===== src/rtl/dr_pkg.sv =====
package dr_pkg;
  localparam logic [2:0] DM_FIXED  = 3'b000;
  localparam logic [2:0] DM_LOWEST = 3'b001;
  localparam logic [2:0] DM_NMI    = 3'b100;
endpackage


===== src/rtl/dr_first_one.sv =====
// Keeps only the lowest set bit of the request vector.
module dr_first_one #(
  parameter int N = 4
) (
  input  logic [N-1:0] req,
  output logic [N-1:0] onehot
);
  assign onehot = req & (~req + {{(N-1){1'b0}}, 1'b1});
endmodule


===== src/rtl/dr_target_match.sv =====
// Builds the candidate processor set from the destination fields.
module dr_target_match #(
  parameter int NUM_CPU = 4,
  parameter int ID_W    = 8
) (
  input  logic [ID_W-1:0]         dest_id,
  input  logic                    dest_logical,
  input  logic [NUM_CPU-1:0]      cpu_present,
  input  logic [NUM_CPU*ID_W-1:0] cpu_phys_id,
  input  logic [NUM_CPU*ID_W-1:0] cpu_log_id,
  output logic [NUM_CPU-1:0]      cand
);
  localparam logic [ID_W-1:0] ALL_ID = {ID_W{1'b1}};

  logic [NUM_CPU-1:0] phys_hit;
  logic [NUM_CPU-1:0] log_hit;
  logic [NUM_CPU-1:0] phys_first;

  for (genvar g = 0; g < NUM_CPU; g++) begin : g_cpu
    assign phys_hit[g] = cpu_present[g] && (cpu_phys_id[g*ID_W +: ID_W] == dest_id);
    assign log_hit[g]  = cpu_present[g] && (|(cpu_log_id[g*ID_W +: ID_W] & dest_id));
  end

  dr_first_one #(.N(NUM_CPU)) u_phys_first (
    .req    (phys_hit),
    .onehot (phys_first)
  );

  always_comb begin
    if (!dest_logical) begin
      cand = (dest_id == ALL_ID) ? cpu_present : phys_first;
    end else begin
      cand = (dest_id == '0) ? '0 : log_hit;
    end
  end
endmodule


===== src/rtl/dr_mode_select.sv =====
// Applies the delivery mode and the pin-0 rules to the candidate set.
module dr_mode_select #(
  parameter int NUM_CPU = 4,
  parameter int PIN_W   = 5
) (
  input  logic [NUM_CPU-1:0] cand,
  input  logic [2:0]         dlv_mode,
  input  logic [PIN_W-1:0]   src_pin,
  input  logic [NUM_CPU-1:0] cpu_present,
  output logic [NUM_CPU-1:0] sel_mask,
  output logic               sel_nmi
);
  import dr_pkg::*;

  logic [NUM_CPU-1:0] lowest;
  logic [NUM_CPU-1:0] cpu0_only;
  logic               pin_zero;
  logic               any_cand;

  dr_first_one #(.N(NUM_CPU)) u_lowest (
    .req    (cand),
    .onehot (lowest)
  );

  assign cpu0_only = {{(NUM_CPU-1){1'b0}}, cpu_present[0]};
  assign pin_zero  = (src_pin == '0);
  assign any_cand  = |cand;

  always_comb begin
    sel_mask = '0;
    sel_nmi  = 1'b0;
    if (any_cand) begin
      case (dlv_mode)
        DM_FIXED:  sel_mask = pin_zero ? cpu0_only : cand;
        DM_LOWEST: sel_mask = pin_zero ? cpu0_only : lowest;
        DM_NMI: begin
          sel_mask = cand;
          sel_nmi  = 1'b1;
        end
        default: sel_mask = '0;
      endcase
    end
  end
endmodule


===== src/rtl/intr_dest_resolver.sv =====
module intr_dest_resolver #(
  parameter int NUM_CPU = 4,
  parameter int ID_W    = 8,
  parameter int PIN_W   = 5,
  parameter int VEC_W   = 8
) (
  input  logic                    clk,
  input  logic                    rst,
  input  logic                    req_valid,
  input  logic [ID_W-1:0]         dest_id,
  input  logic                    dest_logical,
  input  logic [2:0]              dlv_mode,
  input  logic [PIN_W-1:0]        src_pin,
  input  logic [VEC_W-1:0]        vector,
  input  logic [NUM_CPU-1:0]      cpu_present,
  input  logic [NUM_CPU*ID_W-1:0] cpu_phys_id,
  input  logic [NUM_CPU*ID_W-1:0] cpu_log_id,
  output logic                    res_valid,
  output logic [NUM_CPU-1:0]      res_mask,
  output logic                    res_nmi,
  output logic                    res_delivered,
  output logic [VEC_W-1:0]        res_vector
);
  logic [NUM_CPU-1:0] cand;
  logic [NUM_CPU-1:0] sel_mask;
  logic               sel_nmi;
  logic               sel_any;

  dr_target_match #(.NUM_CPU(NUM_CPU), .ID_W(ID_W)) u_match (
    .dest_id      (dest_id),
    .dest_logical (dest_logical),
    .cpu_present  (cpu_present),
    .cpu_phys_id  (cpu_phys_id),
    .cpu_log_id   (cpu_log_id),
    .cand         (cand)
  );

  dr_mode_select #(.NUM_CPU(NUM_CPU), .PIN_W(PIN_W)) u_select (
    .cand        (cand),
    .dlv_mode    (dlv_mode),
    .src_pin     (src_pin),
    .cpu_present (cpu_present),
    .sel_mask    (sel_mask),
    .sel_nmi     (sel_nmi)
  );

  assign sel_any = |sel_mask;

  always_ff @(posedge clk) begin
    if (rst) begin
      res_valid     <= 1'b0;
      res_mask      <= '0;
      res_nmi       <= 1'b0;
      res_delivered <= 1'b0;
      res_vector    <= '0;
    end else begin
      res_valid     <= req_valid;
      res_mask      <= req_valid ? sel_mask : '0;
      res_nmi       <= req_valid && sel_nmi && sel_any;
      res_delivered <= req_valid && sel_any;
      res_vector    <= (req_valid && sel_any) ? vector : '0;
    end
  end
endmodule


===== config.mk =====
export PLATFORM = sky130hd
export DESIGN_NAME = intr_dest_resolver
export DESIGN_NICKNAME = d
export VERILOG_FILES = /design/src/rtl/dr_pkg.sv /design/src/rtl/dr_first_one.sv /design/src/rtl/dr_target_match.sv /design/src/rtl/dr_mode_select.sv /design/src/rtl/intr_dest_resolver.sv
export SDC_FILE = /design/constraint.sdc
export NUM_CORES = 1
export LEC_CHECK = 0
export CORE_MARGIN = 4
export CORE_UTILIZATION = 32
export CTS_CLUSTER_SIZE = 8
export DETAILED_ROUTE_END_ITERATION = 12
export PLACE_DENSITY = 0.82
export SLEW_MARGIN = 30
export SYNTH_ARGS = -nofsm -noshare
export SYNTH_HDL_FRONTEND = slang
export SYNTH_SLANG_ARGS = --single-unit

===== constraint.sdc =====
create_clock -name clk -period 3.05 [get_ports clk]
set_input_delay 0.61 -clock clk [delete_from_list [all_inputs] [get_ports clk]]
set_output_delay 0.61 -clock clk [all_outputs]
set_load 0.02 [all_outputs]

After elaboration in Yosys (flattened, before gate mapping)
Cells that the tools add are included.
{"block": "word_totals", "regBits": 15, "inputBits": 96, "output_inout_bits": 15, "wordCells": 55}
{"block": "classes", "add_sub_neg": 2, "eq_ne": 7, "muxes": 9, "bitwise_logic": 10, "n_reduce_logical": 22}
{"op": "$and 8x8->8", "n": 4}
{"op": "$eq 8x8->1", "n": 4}
{"op": "$reduce_or 8->1", "n": 4}
{"op": "$mux 4", "n": 6}
{"op": "$pmux 4 s3", "n": 1}
{"op": "$logic_and 1x1->1", "n": 11}
{"op": "$add 4x1->4 const B", "n": 2}
{"op": "$and 4x4->4", "n": 2}
{"op": "$eq 8x8->1 const B", "n": 1}
{"op": "$logic_not 8->1", "n": 1}
{"op": "$not 4->4", "n": 2}
{"op": "$reduce_or 4->1", "n": 2}
{"op": "$logic_not 5->1", "n": 1}
{"op": "$reduce_or 2->1", "n": 2}
{"op": "$eq 3x1->1 const B", "n": 1}
{"op": "$eq 3x3->1 const B", "n": 1}
{"op": "$logic_not 3->1", "n": 1}
{"op": "$mux 1", "n": 2}
{"op": "$not 1->1", "n": 2}

Depth between registers and ports, before layout
Gate-level depths: netlist of run 1.
{"block": "logic_depth", "ltp_word": 17, "mapped_depth": 8, "depth_no_buf": 7}

Hierarchy
A second synthesis of run 1 with hierarchy kept.
{"block": "unflattened", "hier_cells": 151, "hier_area_um2": 1350.0}
{"mod": "dr_target_match", "n_inst": 1, "cells_each": 90, "area_each_um2": 704.4}
{"mod": "intr_dest_resolver", "n_inst": 1, "cells_each": 33, "area_each_um2": 420.4}
{"mod": "dr_mode_select", "n_inst": 1, "cells_each": 20, "area_each_um2": 152.6}
{"mod": "dr_first_one", "n_inst": 2, "cells_each": 4, "area_each_um2": 36.3}

Worst setup path before layout of run 1
Ideal clock, no wire load.
{"block": "synth_timing", "path_kind": "input to register", "from": "input dest_id[0]", "to": "register res_vector[0]", "t_arrival_ps": 2177, "path_slack_ps": 737, "cell_stages": 8, "n_path_buf": 1, "cell_sequence": "buf_4 xor2_1 nor4_4 nand4_2 a31oi_4 nand2_4 o31ai_4 a21boi_1"}
{"block": "synth_between", "elab_chain_cells": 17, "elab_cells_between_ends": 40}
{"item": "from (decl)", "line_no": "intr_dest_resolver.sv:10", "rtl": "input logic [ID_W-1:0] dest_id,"}
{"item": "$eq 8x8->1", "line_no": "dr_target_match.sv:20", "rtl": "assign phys_hit[g] = cpu_present[g] && (cpu_phys_id[g*ID_W +: ID_W] == dest_id);"}
{"item": "$logic_and 1x1->1", "line_no": "dr_target_match.sv:20"}
{"item": "$not 4->4", "line_no": "dr_first_one.sv:8", "rtl": "assign onehot = req & (~req + {{(N-1){1'b0}}, 1'b1});"}
{"item": "$add 4x1->4", "line_no": "dr_first_one.sv:8"}
{"item": "$and 4x4->4", "line_no": "dr_first_one.sv:8"}
{"item": "$mux 4", "line_no": "dr_target_match.sv:31", "rtl": "cand = (dest_id == ALL_ID) ? cpu_present : phys_first;"}
{"item": "$mux 4 (*)", "line_no": "dr_target_match.sv:30", "rtl": "if (!dest_logical) begin"}
{"item": "$not 4->4", "line_no": "dr_first_one.sv:8"}
{"item": "$add 4x1->4", "line_no": "dr_first_one.sv:8"}
{"item": "$and 4x4->4", "line_no": "dr_first_one.sv:8"}
{"item": "$mux 4", "line_no": "dr_mode_select.sv:35", "rtl": "DM_LOWEST: sel_mask = pin_zero ? cpu0_only : lowest;"}
{"item": "$pmux 4 s3", "line_no": "dr_mode_select.sv:33", "rtl": "case (dlv_mode)"}
{"item": "$mux 4 (*)", "line_no": "dr_mode_select.sv:32", "rtl": "if (any_cand) begin"}
{"item": "$reduce_or 4->1 (*)", "line_no": "intr_dest_resolver.sv:47", "rtl": "assign sel_any = |sel_mask;"}
{"item": "$logic_and 1x1->1 (*)", "line_no": "intr_dest_resolver.sv:61", "rtl": "res_vector <= (req_valid && sel_any) ? vector : '0;"}
{"item": "$not 1->1 (no source line) (*)"}
{"item": "$reduce_or 2->1 (no source line) (*)"}
{"item": "to (signal assigned)", "line_no": "intr_dest_resolver.sv:61"}
{"item": "to (decl)", "line_no": "intr_dest_resolver.sv:22", "rtl": "output logic [VEC_W-1:0] res_vector"}
Mark *: on every way between the ends. The rest lies on a longest branch, timed or not.
A chain may end at the register's enable or synchronous reset.

Worst setup path after layout of run 1
{"block": "layout_timing", "from": "input dest_id[6]", "to": "register res_vector[4]"}
The elaborated chain is that of the path after synthesis.

==> results by group, run 1 <==
Die
  • Die height: 71.03 um
  • Ports: 111
  • Die width: a little over 70 um
  • Row count: 22
  • Initial Util: ~34%
  • Core ar.: 0.003744 mm2
  • Die Footprint: around 0.0050 mm2

STA
  • Worst slew pin tran: 455.0 ps
  • Final hold violation count: 0
  • TNS Setup: 0 ps
  • Final setup fails: 0
  • Hold_ws: 921.1 ps
  • Slew headroom: a little over two thirds
  • Post-layout minimum cycle time: 2894 ps
  • Min setup slack post-route: between 150 and 200 ps
  • Slew Limit Fails: 0
  • Unrepaired setup endpoints after global routing: no
  • Fin crit share: a little over nine tenths
  • Highest clock rate: 345.5 MHz

Clocking
  • TritonCTS Buffers: 3
  • Hold buffer count at CTS: 0
  • H-tree depth: 1
  • CTS resizes: 0
  • Clk pin slew, worst setup/hold paths: roughly 50 ps
  • CTS tree: yes
  • Max Root-Sink Buffers: 2
  • Post-CTS Setup Bufs: 0
  • CTS Sinks: 15
  • Root Buffer: clkbuf_8

Finish
  • P&R area growth vs syn: 97.44%
  • ANT cells: 0
  • Filler cell count in the final layout: 333
  • Layout cell share with drive strength beyond 1: 8.647%
  • Cell area after layout: 0.002510 mm2
  • # nets final: 363
  • Final core utilization: 67.05%
  • Most frequent cells in the layout: clkdlybuf4s50_1, xor2_1, a22oi_1
  • Commonest non-fill, non-tap cell in the layout: clkdlybuf4s50_1

Critical path
  • Cell chain of the critical path: clkdlybuf4s50_1 -> xor2_1 -> nor4_1 -> nand4_1 -> a31oi_4 -> nand2_4 -> o31ai_4 -> a21boi_1
  • Critical-path top delay cell: clkdlybuf4s50_1
  • Startpoint Class: input port
  • Critical path endpoint category: flop
  • Worst Path Arrival: 3000 ps
  • Critical Path RT: 3160 ps
  • Critical path class: in2reg
  • CP peak stage delay: 640 ps
  • Critical Path Source: dest_id[6]
  • Crit Path Max Fanout: 10

Global routing
  • Grt total ovfl: 0
  • First-pass GRT wire length: approximately 7.4 mm
  • Vias in the first global route: 1,586
  • Gr usage total: 18.08%
  • Initial antenna violation count: 0
  • Largest net degree at the start of global routing: 11

Routing
  • Vias per cell: 4.978
  • Initial drt markers: 60
  • DRC: 0
  • Wirelength per Cell: ~15 um
  • Antenna viol nets, final: 0
  • Routed vias: 1,563
  • First drt pass iteration count: 4
  • Routed WL: just under 5 mm

Yosys
  • Top_reg_cell synth: dfxtp_1
  • Synth cell types: 34
  • Cells after Synth: 148
  • Count of flip-flops with a built-in enable after synthesis: 0
  • Seq/Total Area, Yosys: 23.62%
  • Synth area leader: dfxtp_1
  • Post-Syn Nets: roughly 240
  • Post-Syn Area per Cell: 8.589 um2
  • Synthesis-stage register bit count: 15
  • Yosys top cell area share: 23.62%
  • Ys async rst share: 0%
  • Synth top area cells: dfxtp_1, xor2_1, a22oi_1
  • Yosys Warn Count: 0
  • Synthesized area: 0.001271 mm2

Worst hold path
  • Hold Crit Class: in2reg
  • HP Start: vector[3]

Placement
  • Worst slack at placement: -108.0 ps
  • Placed wire-length estimate: 4.069 mm
  • RePlAce Congestion: ~0.9
  • # port buffers: 110
  • Placed Instance Area: 0.002465 mm2

Run status
  • Status: completed

Job
  • Max-Cap Viols: 0

Power and ir drop
  • Pwr/cell area: 248.0 mW/mm2
  • Lkg Pwr: 0.9487 nW
  • Max IR drop VDD: 0.0001920 V
## routing by layer
layer,track usage (%),vias up,part of all wire [%]
met4,2.505,0,0.46
li1,-,790,-
met1,22.28,708,43
met5,0,-,0
met2,32.75,63,50
met3,3.977,2,6.0
## cells in the mapped netlist (3+ instances only)
library cell,count
nor3_1,5
a21o_1,3
xnor2_1,11
nor2_1,5
a22oi_1,16
nand4_1,9
xor2_1,21
a21boi_1,8
a21oi_1,11
nand2_1,7
dfxtp_1,15
nor4_1,6
inv_1,4
buf_2,4
## metrics by stage
| step | instances | power (W) |
|---|---|---|
| 2_1_floorplan | 148 | 0.0003098 |
| 3_3_place_gp | 310 | 0.0004663 |
| 5_1_grt | 314 | 0.0006525 |
| 4_1_cts | 314 | 0.0006267 |
| 3_5_place_dp | 310 | 0.0004689 |
| 6_report | 314 | 0.0006226 |
## where the power goes
part	total, W	internal [W]	switching [W]	leakage, nW
Combinational	0.000264	0.000167	0.0000971	0.804
Clock	0.000157	0.0000924	0.0000646	0.0228
Sequential	0.000201	0.000200	0.00000106	0.122
## area by class of cell
| class | instances | area (um2) | area share, % |
|---|---|---|---|
| Sequential cell | 15 | 300.3 | 11.96 |
| Tap cell | 48 | 60.06 | 2.393 |
| Multi-Input combinational cell | 121 | 898.4 | 35.79 |
| Clock buffer | 4 | 45.04 | 1.795 |
| Inverter | 4 | 15.01 | 0.5982 |
| Timing Repair Buffer | 122 | 1191 | 47.46 |
## path summary, 6_finish.rpt
kind | endpoint | cells past startpoint
worst min-delay path | res_vector[3] | 2
worst max-delay path | res_vector[4] | 8
## registers in the layout, summed over array words and instances (netlist names)
name	cells
res_mask	4
res_delivered	1
res_nmi	1
res_valid	1
res_vector	8
## worst max-delay path: cells and delay by family
family,cells,cell delay (ps)
buf+inv,1,640
xor+xnor,1,260
compound gates,3,810
simple gates,3,670
## kinds of logic (layout without fill, tap and decap cells)
group / Yosys count / after routing / synth area share, %
and+or+nand+nor: 41 / 41 / 19.69
DFF: 15 / 15 / 23.62
AOI/OAI and AO/OA: 48 / 48 / 28.94
buffers and inverters: 12 / 130 / 5.708
xor gates and xnor gates: 32 / 32 / 22.05
Note: power is estimated with default switching activity, not from simulation.
==> inputs of run 2 (changes only) <==
Settings changed: CORE_ASPECT_RATIO from default to 0.6.
==> results by group, run 2 (same netlist as run 1, synthesis figures left out) <==
Clocking
  • CTS resizes: 0
  • Clk pin slew, worst setup/hold paths: about 60 ps
  • Max Root-Sink Buffers: 2
  • TritonCTS Buffers: 3
  • H-tree depth: 1
  • Root Buffer: clkbuf_8
  • Hold buffer count at CTS: 0
  • CTS Sinks: 15
  • CTS tree: yes
  • Post-CTS Setup Bufs: 0

Finish
  • Largest register FFs: 8
  • # nets final: 365
  • Non-filler cells in the finished layout: 315
  • P&R area growth vs syn: 99.51%
  • Top flop regs: res_vector x8, res_mask x4
  • Most frequent cells in the layout: clkdlybuf4s50_1, xor2_1, a22oi_1
  • Largest register by flop count: res_vector
  • Filler cell count in the final layout: 320
  • Commonest non-fill, non-tap cell in the layout: clkdlybuf4s50_1
  • Layout cell share with drive strength beyond 1: about a tenth
  • ANT cells: 0

STA
  • Slew Limit Fails: 0
  • Highest clock rate: 348.7 MHz
  • Worst slew pin tran: approximately 450 ps
  • Final hold violation count: 0
  • Hold_ws: 920.6 ps
  • Fin crit share: 94.04%
  • Post-layout minimum cycle time: 2868 ps
  • Unrepaired setup endpoints after global routing: no
  • Slew headroom: a little over two thirds
  • Final setup fails: 0

Placement
  • RePlAce Congestion: roughly 0.83
  • # port buffers: 110
  • Placed wire-length estimate: 4.257 mm
  • DP Cell Count: ~310

Critical path
  • CP peak stage delay: between 600 and 700 ps
  • Critical path endpoint category: flop
  • Startpoint Class: input port
  • Cell chain of the critical path: clkdlybuf4s50_1 -> xor2_1 -> nor4_1 -> nand4_1 -> a31oi_4 -> nand2_4 -> o31ai_4 -> a21boi_1
  • Critical path class: in2reg
  • Crit Path Max Fanout: 10
  • Critical-path top delay cell: clkdlybuf4s50_1
  • Critical Path RT: ~3200 ps
  • Worst Path Arrival: slightly below 3000 ps

Routing
  • DR top layer: met4
  • Antenna viol nets, final: 0
  • DRC: 0
  • Wire length on met3: 460 um
  • Routed WL: 4.991 mm
  • Routed vias: about 1,600
  • Vias per cell: 5.019
  • M1 WL: 2.194 mm
  • First drt pass iteration count: 4
  • Initial drt markers: 96
  • Wire length on met2: 2.246 mm
  • Wirelength per Cell: 15.84 um

Global routing
  • Gr usage total: ~19%
  • First-pass GRT wire length: 7.590 mm
  • Vias in the first global route: roughly 1,600
  • Largest net degree at the start of global routing: 11
  • Grt total ovfl: 0
  • Initial antenna violation count: 0

Power and ir drop
  • Int Pwr: 0.0004631 W
  • Max IR drop VDD: about 0.00015 V
  • Lkg Pwr: 0.9623 nW
  • Clock Power Share: approximately 25%
  • Combinational share of power: a little over two fifths
  • Pwr/cell area: 247.9 mW/mm2
  • Register share of total power: around a third
  • Switching Share: 26.33%
  • Net Sw Power: 0.0001655 W

Die
  • Die Footprint: 0.005078 mm2
  • Row count: 17
  • Initial Util: between 30 and 40%
  • Core ar.: 0.003744 mm2
  • Ports: 111
  • Die height: 56.82 um
  • Die width: 89.37 um

Worst hold path
  • Hold Crit Class: in2reg

Run status
  • Status: completed

Job
  • Max-Cap Viols: 0
## run 2: cell count changes in the layout (fill, tap and decap cells not counted), sizes merged
cell | before | now
buf | 12 | 14
## run 2: cell type report
| class | instances | area [um2] | area share (%) |
|---|---|---|---|
| inverter | 4 | 15.01 | 0.5920 |
| multi-input combinational | 121 | 898.4 | 35.42 |
| clock buffer | 4 | 45.04 | 1.776 |
| sequential | 15 | 300.3 | 11.84 |
| tap | 47 | 58.81 | 2.319 |
| timing repair buffer | 124 | 1219 | 48.05 |
## run 2: per-stage QoR
stage	setup TNS [ps]	utilization (%)	worst slack, ps	instance area, um2	power, W
floorplan	0	-	736.8	1271	0.0003098
detailed placement	-338.2	66.54	-55.80	2491	0.0004733
finish	0	67.75	181.9	2536	0.0006286
global placement	-0.6031	66.54	-0.6031	2491	0.0004703
global route	0	67.75	84.42	2536	0.0006580
CTS	0	67.75	196.6	2536	0.0006327
## run 2: metal layers
metal / track usage (%) / vias up
met5: 0 / -
met4: 5.732 / 0
met3: 4.839 / 9
met2: 30.75 / 70
met1: 25.61 / 704
li1: - / 798
## run 2: path summary, 6_finish.rpt
kind                        from             to  slack [ps]  cells past startpoint
worst max-delay path  dest_id[6]  res_vector[2]         180                      8
worst min-delay path         rst      res_valid         920                      2
## run 2: power groups by stage
stage               Combinational, W  Sequential (W)  Clock, W
floorplan                  0.0000983        0.000211         0
global placement            0.000265        0.000206         0
detailed placement          0.000268        0.000206         0
CTS                         0.000269        0.000201  0.000163
global route                0.000287        0.000202  0.000169
finish                      0.000268        0.000201  0.000159
## run 2: critical path, delay by kind of cell
kind	cells	cell delay, ps
buffers and inverters	1	610
AOI/OAI and AO/OA	3	830
and+or+nand+nor	3	680
xor gates and xnor gates	1	250
